<file path="config.mk">
export PLATFORM = sky130hd
export DESIGN_NAME = qshift_port
export DESIGN_NICKNAME = d
export VERILOG_FILES = /design/src/rtl/qshift_pkg.sv /design/src/rtl/qshift_mode_file.sv /design/src/rtl/qshift_xform.sv /design/src/rtl/qshift_carry.sv /design/src/rtl/qshift_port.sv
export SDC_FILE = /design/constraint.sdc
export NUM_CORES = 1
export LEC_CHECK = 0
export BUFFER_PORTS_ARGS = -buffer_cell sky130_fd_sc_hd__buf_2
export CORE_UTILIZATION = 60
export CTS_CLUSTER_SIZE = 10
export DETAILED_ROUTE_END_ITERATION = 8
export GPL_TIMING_DRIVEN = 0
export HOLD_SLACK_MARGIN = 0.05
export PLACE_DENSITY = 0.8
export SLEW_MARGIN = 0
export SYNTH_ARGS = -nofsm -noshare
export SYNTH_HDL_FRONTEND = slang
export SYNTH_SLANG_ARGS = --single-unit
</file>
<file path="constraint.sdc">
create_clock -name clk -period 3.1 [get_ports clk]
set_input_delay 0.155 -clock clk [delete_from_list [all_inputs] [get_ports clk]]
set_output_delay 0.155 -clock clk [all_outputs]
set_load 0.05 [all_outputs]
</file>
<file path="src/rtl/qshift_pkg.sv">
package qshift_pkg;
   typedef enum logic [2:0] {
      MD_PASS     = 3'd0,
      MD_SHL      = 3'd1,
      MD_SHR      = 3'd2,
      MD_SHL_HALF = 3'd3,
      MD_SHR_HALF = 3'd4,
      MD_GRAB     = 3'd5
   } qmode_e;
   localparam int MODE_W = 3;
endpackage

</file>
<file path="src/rtl/qshift_mode_file.sv">
module qshift_mode_file #(
   parameter int NUM_Q = 16,
   parameter int QW    = 4,
   parameter int BW    = 3
) (
   input  logic                          clk,
   input  logic                          rst_n,
   input  logic                          wr_en,
   input  logic [QW-1:0]                 wr_q,
   input  logic [qshift_pkg::MODE_W-1:0] wr_mode,
   input  logic [BW-1:0]                 wr_bit,
   input  logic [QW-1:0]                 rd_q,
   output logic [qshift_pkg::MODE_W-1:0] rd_mode,
   output logic [BW-1:0]                 rd_bit
);
   localparam int MW = qshift_pkg::MODE_W;

   logic [MW-1:0] mode_q [NUM_Q];
   logic [BW-1:0] bit_q  [NUM_Q];

   for (genvar g = 0; g < NUM_Q; g++) begin : g_entry
      always_ff @(posedge clk) begin
         if (!rst_n) begin
            mode_q[g] <= MW'(qshift_pkg::MD_PASS);
            bit_q[g]  <= '0;
         end else if (wr_en && (wr_q == QW'(g))) begin
            mode_q[g] <= wr_mode;
            bit_q[g]  <= wr_bit;
         end
      end
   end

   if (NUM_Q == 1) begin : g_single
      assign rd_mode = mode_q[0];
      assign rd_bit  = bit_q[0];
   end else begin : g_multi
      assign rd_mode = mode_q[rd_q];
      assign rd_bit  = bit_q[rd_q];
   end
endmodule

</file>
<file path="src/rtl/qshift_xform.sv">
module qshift_xform #(
   parameter int DW = 8,
   parameter int BW = 3
) (
   input  logic [DW-1:0]                 raw,
   input  logic [qshift_pkg::MODE_W-1:0] mode,
   input  logic [BW-1:0]                 bit_sel,
   input  logic                          cin,
   input  logic [DW-1:0]                 subst,
   output logic [DW-1:0]                 dout,
   output logic                          cout,
   output logic                          cload
);
   import qshift_pkg::*;
   localparam int HP = DW / 2;

   always_comb begin
      dout  = raw;
      cout  = cin;
      cload = 1'b1;
      case (mode)
         MD_SHL: begin
            dout = {raw[DW-2:0], cin};
            cout = raw[DW-1];
         end
         MD_SHR: begin
            dout = {cin, raw[DW-1:1]};
            cout = raw[0];
         end
         MD_SHL_HALF: begin
            dout = '0;
            dout[DW-1:HP+1] = raw[DW-2:HP];
            dout[HP]        = cin;
            cout            = raw[DW-1];
         end
         MD_SHR_HALF: begin
            dout = '0;
            dout[DW-1]      = cin;
            dout[DW-2:HP]   = raw[DW-1:HP+1];
            cout            = raw[HP];
         end
         MD_GRAB: begin
            dout = subst;
            cout = raw[bit_sel];
         end
         default: cload = 1'b0;
      endcase
   end
endmodule

</file>
<file path="src/rtl/qshift_carry.sv">
module qshift_carry #(
   parameter int DW = 8
) (
   input  logic          clk,
   input  logic          rst_n,
   input  logic          set_we,
   input  logic          set_val,
   input  logic          rd_load,
   input  logic          rd_val,
   input  logic          sub_we,
   input  logic [DW-1:0] sub_val,
   output logic          carry,
   output logic [DW-1:0] subst
);
   always_ff @(posedge clk) begin
      if (!rst_n) begin
         carry <= 1'b0;
         subst <= '0;
      end else begin
         if (set_we)       carry <= set_val;
         else if (rd_load) carry <= rd_val;
         if (sub_we)       subst <= sub_val;
      end
   end
endmodule

</file>
<file path="src/rtl/qshift_port.sv">
module qshift_port #(
   parameter int NUM_QUEUES = 16,
   parameter int DATA_W     = 8
) (
   input  logic                          clk,
   input  logic                          rst_n,
   input  logic                          cfg_we,
   input  logic [$clog2(NUM_QUEUES)-1:0] cfg_queue,
   input  logic [2:0]                    cfg_mode,
   input  logic [$clog2(DATA_W)-1:0]     cfg_bit,
   input  logic                          subst_we,
   input  logic [DATA_W-1:0]             subst_data,
   input  logic                          carry_we,
   input  logic                          carry_data,
   input  logic                          rd_en,
   input  logic [$clog2(NUM_QUEUES)-1:0] rd_queue,
   input  logic [DATA_W-1:0]             rd_raw,
   output logic [DATA_W-1:0]             rd_out,
   output logic                          carry_out
);
   localparam int QW = $clog2(NUM_QUEUES);
   localparam int BW = $clog2(DATA_W);

   initial begin
      if (DATA_W < 4 || (DATA_W % 2) != 0)
         $error("qshift_port: DATA_W must be even and at least 4");
      if (NUM_QUEUES < 2)
         $error("qshift_port: NUM_QUEUES must be at least 2");
   end

   logic [2:0]        sel_mode;
   logic [BW-1:0]     sel_bit;
   logic [DATA_W-1:0] subst_q;
   logic              carry_q;
   logic              nxt_carry;
   logic              nxt_load;

   qshift_mode_file #(.NUM_Q(NUM_QUEUES), .QW(QW), .BW(BW)) u_modes (
      .clk     (clk),
      .rst_n   (rst_n),
      .wr_en   (cfg_we),
      .wr_q    (cfg_queue),
      .wr_mode (cfg_mode),
      .wr_bit  (cfg_bit),
      .rd_q    (rd_queue),
      .rd_mode (sel_mode),
      .rd_bit  (sel_bit)
   );

   qshift_xform #(.DW(DATA_W), .BW(BW)) u_xform (
      .raw     (rd_raw),
      .mode    (sel_mode),
      .bit_sel (sel_bit),
      .cin     (carry_q),
      .subst   (subst_q),
      .dout    (rd_out),
      .cout    (nxt_carry),
      .cload   (nxt_load)
   );

   qshift_carry #(.DW(DATA_W)) u_carry (
      .clk     (clk),
      .rst_n   (rst_n),
      .set_we  (carry_we),
      .set_val (carry_data),
      .rd_load (rd_en && nxt_load),
      .rd_val  (nxt_carry),
      .sub_we  (subst_we),
      .sub_val (subst_data),
      .carry   (carry_q),
      .subst   (subst_q)
   );

   assign carry_out = carry_q;
endmodule

</file>
# == After elaboration in Yosys (flattened, before gate mapping) ==
# Memory sizes are Yosys's and may differ from the RTL's.
# Index checks and enable logic that the tools add are counted.
# totals
ff_bits,9
latch_bits,0
ramBits,96
mem_bits_ro,0
input_bits,37
output_inout_bits,9
wordCells,168
memories,2
# op_classes
addsub,0
mul,0
div_mod_pow,0
magnitude_cmp,1
n_eq_ne,20
n_shift,0
muxes,88
n_bitwise,32
reduce_logical,23
# mem_list
name,words,width,read_ports,rd_clocked_by_memory_dff,wr,line,text
u_modes.bit_q,16,3,1,0,16,qshift_mode_file.sv:19,logic [BW-1:0] bit_q [NUM_Q];
u_modes.mode_q,16,3,1,0,16,qshift_mode_file.sv:18,logic [MW-1:0] mode_q [NUM_Q];
# op_table
op,count
3-bit 2-to-1 mux,32
1-bit 2-to-1 mux,53
8-bit one-hot mux with 5 select lines,1
"4-bit equality test, second input constant",8
1-bit OR,32
1-bit logical AND,17
"4-bit by 3-bit equality test with 1-bit output, second input constant",4
"4-bit by 2-bit equality test with 1-bit output, second input constant",2
"3-bit by 2-bit equality test with 1-bit output, second input constant",2
"3-bit equality test, second input constant",2
5-bit nonzero test,1
5-bit OR reduction,1
"4-bit by 1-bit equality test with 1-bit output, second input constant",1
4-bit zero test,1
"3-bit by 4-bit less-than comparator with 1-bit output, second input constant",1
1-bit one-hot mux with 4 select lines,1
1-bit binary-select mux with 3-bit select,1
"3-bit by 1-bit equality test with 1-bit output, second input constant",1
2-bit AND reduction,1
2-bit nonzero test,1
2-bit OR reduction,1

# == Logic depth before layout (Yosys ltp) ==
# An unclocked memory read counts as a cell.
# depth
depth_word,7
mapped_depth,11
ltp_nobuf,7

# == By module ==
# A second synthesis with hierarchy kept.
# unflattened
hier_cells,396
area_unflattened_um2,5373.9
# by_module_without_submodules
mod,instances,cells_per_inst,area_each_um2,seq_area_each_um2
qshift_mode_file,1,298,4525.6,2882.8
qshift_xform,1,68,496.7,0.0
qshift_carry,1,29,345.3,180.2
qshift_port,1,1,6.3,0.0

# == Least setup slack after synthesis ==
# Ideal clock, no wire load.
# synth_timing
path_type,input to output
from,input port rd_queue[0]
to,output port rd_out[0]
arrival_time_ps,3128
t_required_ps,2945
setup_slack_ps,-183
path_stages,11
n_path_buf,4
path_cell_list,buf_6 > buf_8 > mux4_2 > mux2_4 > o21ai_4 > buf_6 > inv_2 > buf_6 > a21oi_4 > nor2_1 > a311oi_1
# synth_between
elab_chain_len,3
word_cells_on_any_way,7
cone_classes,5 x eq/ne; 1 x mux; 1 x memory
# synth_rtl
element,line,text
start: declaration,qshift_port.sv:16,"input logic [$clog2(NUM_QUEUES)-1:0] rd_queue,"
memory 16 x 3 bit *,-,
"3-bit equality test, or another cell as far along",qshift_xform.sv:21,case (mode)
8-bit one-hot mux with 5 select lines *,qshift_xform.sv:21,
end: declaration,qshift_port.sv:18,"output logic [DATA_W-1:0] rd_out,"
# Every way passes the cells marked *; elsewhere a longest branch is shown, timed or not.

# == Worst setup path in the final report ==
# layout_timing
from,memory u_modes.mode_q[4][1] (netlist bit)
to,output port rd_out[0]
# layout_between
elab_chain_len,3
word_cells_on_any_way,7
cone_classes,5 x eq/ne; 1 x mux; 1 x memory
# layout_rtl
element,line
start: declaration,qshift_mode_file.sv:18
memory 16 x 3 bit *,-
"3-bit equality test, or another cell as far along",qshift_xform.sv:21
8-bit one-hot mux with 5 select lines *,qshift_xform.sv:21
# Marks and branches as above.

==> flow_summary.ini <==
[timing]
fin_crit_ns = 2.974
skew_ns = 0.01352
rsz0062_at_grt = false
period_share_pct = 95.95
finalHoldViolations = 0
finalSetupTns_ns = 0
finalMaxSlewViolations = 0
max-slew-margin-rel_pct = 20.97
clock.fmax_mhz = 336.2
worstMarginPinSlew_ns = 1.173
final-setup-viol-count = 0

[cts]
clk_path_buf_depth = 2
htreeDepth = 3
cts.clk_slew.worst_paths_ns = 0.11
clock_latency_ns = 0.38
root_buffer = clkbuf_8
cts_tree = done
clock_sinks = 105
cts_buffers = 9

[global_route]
grt_overflow = 0
grt_max_degree = 19
grt_usage_pct = 28.64
antenna_found_initial = 0
grt_pass1_wl_mm = 20.44
grt_pass1_vias = 3763

[pwr]
swShare_pct = 28.33
p_seq_share_pct = 51.3
peakVddDrop_v = 0.0003036
pwr_density_cell_mw_per_mm2 = 527.4
p_leak_uw = 0.002224
switching_power_uw = 915.0
comb_power_share_pct = 19.3
p_clk_share_pct = 29.5
intPower_uw = 2315

[die]
start_util_pct = 62.51
pin_count = 46
coreArea_sq_mm = 0.008763
fp-row-count = 34
die_x_microns = 97.55
die_y_microns = 97.55
dieArea_sq_mm = 0.009516

[drt]
firstDrtPassIters = 5
vias_per_cell = 6.319
drtIter0Drc = 319
wl_per_cell_microns = 21.26
num_vias = 3798
wl_mm = 12.78
ant_nets = 0
route.detailed.drc = 0

[yosys]
synth_seq_cells = 105
yosys_warnings = 0
synthCells = 430
syn_area_sq_mm = 0.005478
async_flop_share_pct = 0
synth_cell_type_count = 56
ys_seq_area_share_pct = 55.92
synthFlopType = edfxtp_1
postSynthAreaPerCell_sq_um = 12.74
synth_edf_count = 96
syn_nets = 467

[layout]
layout_commonest_cell = and2_1
final_cell_mix = and2_1 (97), edfxtp_1 (96), buf_2 (42)
seq_area_sq_mm = 0.003063
design_area_sq_mm = 0.006125
layout-drive-gt1-share_pct = 19.88
area_growth_pct = 11.81
final_core_util_pct = 69.89
final_cells = 601
fillers = 633
multi_input_area_sq_mm = 0.002261
nets = 525
diodes = 0

[placement]
place_area_sq_mm = 0.005814
place.gp.congestion = 0.8853
hpwl_mm = 9.227
dp_cells = 577
io_buffers = 39

[worst_setup_path]
required_ns = 2.94
path_delay_family = multiplexers
criticalPathCategory = reg -> out
critPathSlowestCell = mux4_2
path_cells = mux4_2 -> mux2i_1 -> mux2i_1 -> clkbuf_1 -> a21oi_4 -> nor2_1 -> a311oi_2 -> buf_4
startpoint_type = flip-flop
path_buf_inv = 2
cp-end-kind = output pin
critPathMostFrequentCell = mux2i_1
crit_arrival_ns = 2.82
crit_path_max_fanout = 10
max_stage_delay_ns = 0.48

[status]
outcome = finished, final reports clean

[job]
cap_violations = 0

[min_path]
hp-class = in -> reg
-- cells by family (layout without fill, tap and decap cells) --
group,Yosys count,in the layout,share of synthesized area (%)
compound gates,72,72,9.023
xor+xnor,1,1,0.1599
buf+inv,31,94,2.923
flops,105,105,55.92
mux,44,44,13.75
simple gates,177,177,18.23
-- state kept, by name (all words and copies together), names as in the netlist --
name            count
u_modes.mode_q     48
u_carry.carry       1
u_modes.bit_q      48
u_carry.subst       8
-- repair_timing --
item	CTS	global route
hold endpoints to repair	8	0
setup buffers	0	0
setup endpoints to repair	0	2
gates resized for setup	0	3
hold buffers	8	0
-- power by group through the flow --
stage               Combinational (uW)  Sequential (uW)  Clock, uW
CTS                                614             1660        948
global route                       665             1660        994
global placement                   591             1680          0
finish                             623             1660        951
detailed placement                 604             1690          0
floorplan                          443             1680          0
-- worst paths after layout --
kind | from | endpoint | slack, ns | depth (start not counted)
min reg2reg | u_carry.subst[4]$_SDFFE_PN0P_ | u_carry.subst[4]$_SDFFE_PN0P_ | 0.51 | 2
max reg2reg | u_modes.bit_q[7][0]$_SDFFCE_PN0P_ | u_carry.carry$_SDFFE_PN0P_ | 0.65 | 6
max | u_modes.mode_q[4][1]$_SDFFCE_PN0P_ | rd_out[0] | 0.13 | 8
min | rd_raw[0] | u_carry.carry$_SDFFE_PN0P_ | 0.14 | 3
-- worst reg2reg max path: cells and delay by family (launching register included) --
family / cells / cell delay (ns)
flops: 1 / 0.37
simple gates: 1 / 0.56
compound gates: 3 / 0.39
mux: 2 / 1.07
-- per-stage QoR --
stage | setup WS, ns | total power [uW] | hold WS, ns
finish | 0.1255 | 3230 | 0.1354
global route | 0.02053 | 3322 | 0.1631
CTS | 0.08683 | 3218 | 0.1339
detailed placement | 0.3000 | 2292 | 0.3999
global placement | 0.3226 | 2273 | 0.3909
floorplan | 0.2420 | 2119 | 0.3022
-- synth_stat cells (2+ instances only) --
cell | number | area share (%)
o32ai_1 | 2 | 0.32
a21oi_1 | 13 | 1.2
nor2b_1 | 4 | 0.46
o21ai_0 | 24 | 2.2
edfxtp_1 | 96 | 53
o311ai_0 | 2 | 0.32
nand3b_1 | 4 | 0.55
nand2_1 | 15 | 1.0
a2bb2oi_1 | 2 | 0.32
inv_1 | 4 | 0.27
mux2i_1 | 16 | 2.9
mux4_2 | 23 | 9.5
o211ai_1 | 2 | 0.27
o221ai_1 | 5 | 0.80
a221oi_1 | 2 | 0.32
o22ai_1 | 4 | 0.46
clkbuf_1 | 16 | 1.1
buf_2 | 5 | 0.46
nand3_1 | 5 | 0.46
dfxtp_1 | 9 | 3.3
mux2_4 | 2 | 0.55
and2_1 | 97 | 11
nor2_1 | 33 | 2.3
or2_2 | 2 | 0.23
o31ai_1 | 2 | 0.27
buf_6 | 3 | 0.62
mux2_1 | 2 | 0.41
and3b_1 | 2 | 0.32
nand2b_1 | 7 | 0.80
-- final cells by class --
| type | count | area share (%) |
|---|---|---|
| Clock buffer | 9 | 2.022 |
| Tap cell | 108 | 2.206 |
| Sequential cell | 105 | 50.01 |
| Buffer | 26 | 2.308 |
| Inverter | 5 | 0.3064 |
| Timing Repair Buffer | 47 | 4.576 |
| Clock inverter | 7 | 1.655 |
| Multi-Input combinational cell | 294 | 36.92 |
-- routing by layer --
metal | vias to the layer above | share of wire, % | global-route usage [%] | wire, microns
li1 | 1725 | - | - | -
met1 | 1866 | 40 | 37.85 | 5172
met2 | 180 | 50 | 47.88 | 6361
met3 | 27 | 7.6 | 5.252 | 966
met4 | 0 | 2.2 | 9.955 | 278
met5 | - | 0 | 0 | 0
(Power assumes the default switching activity.)
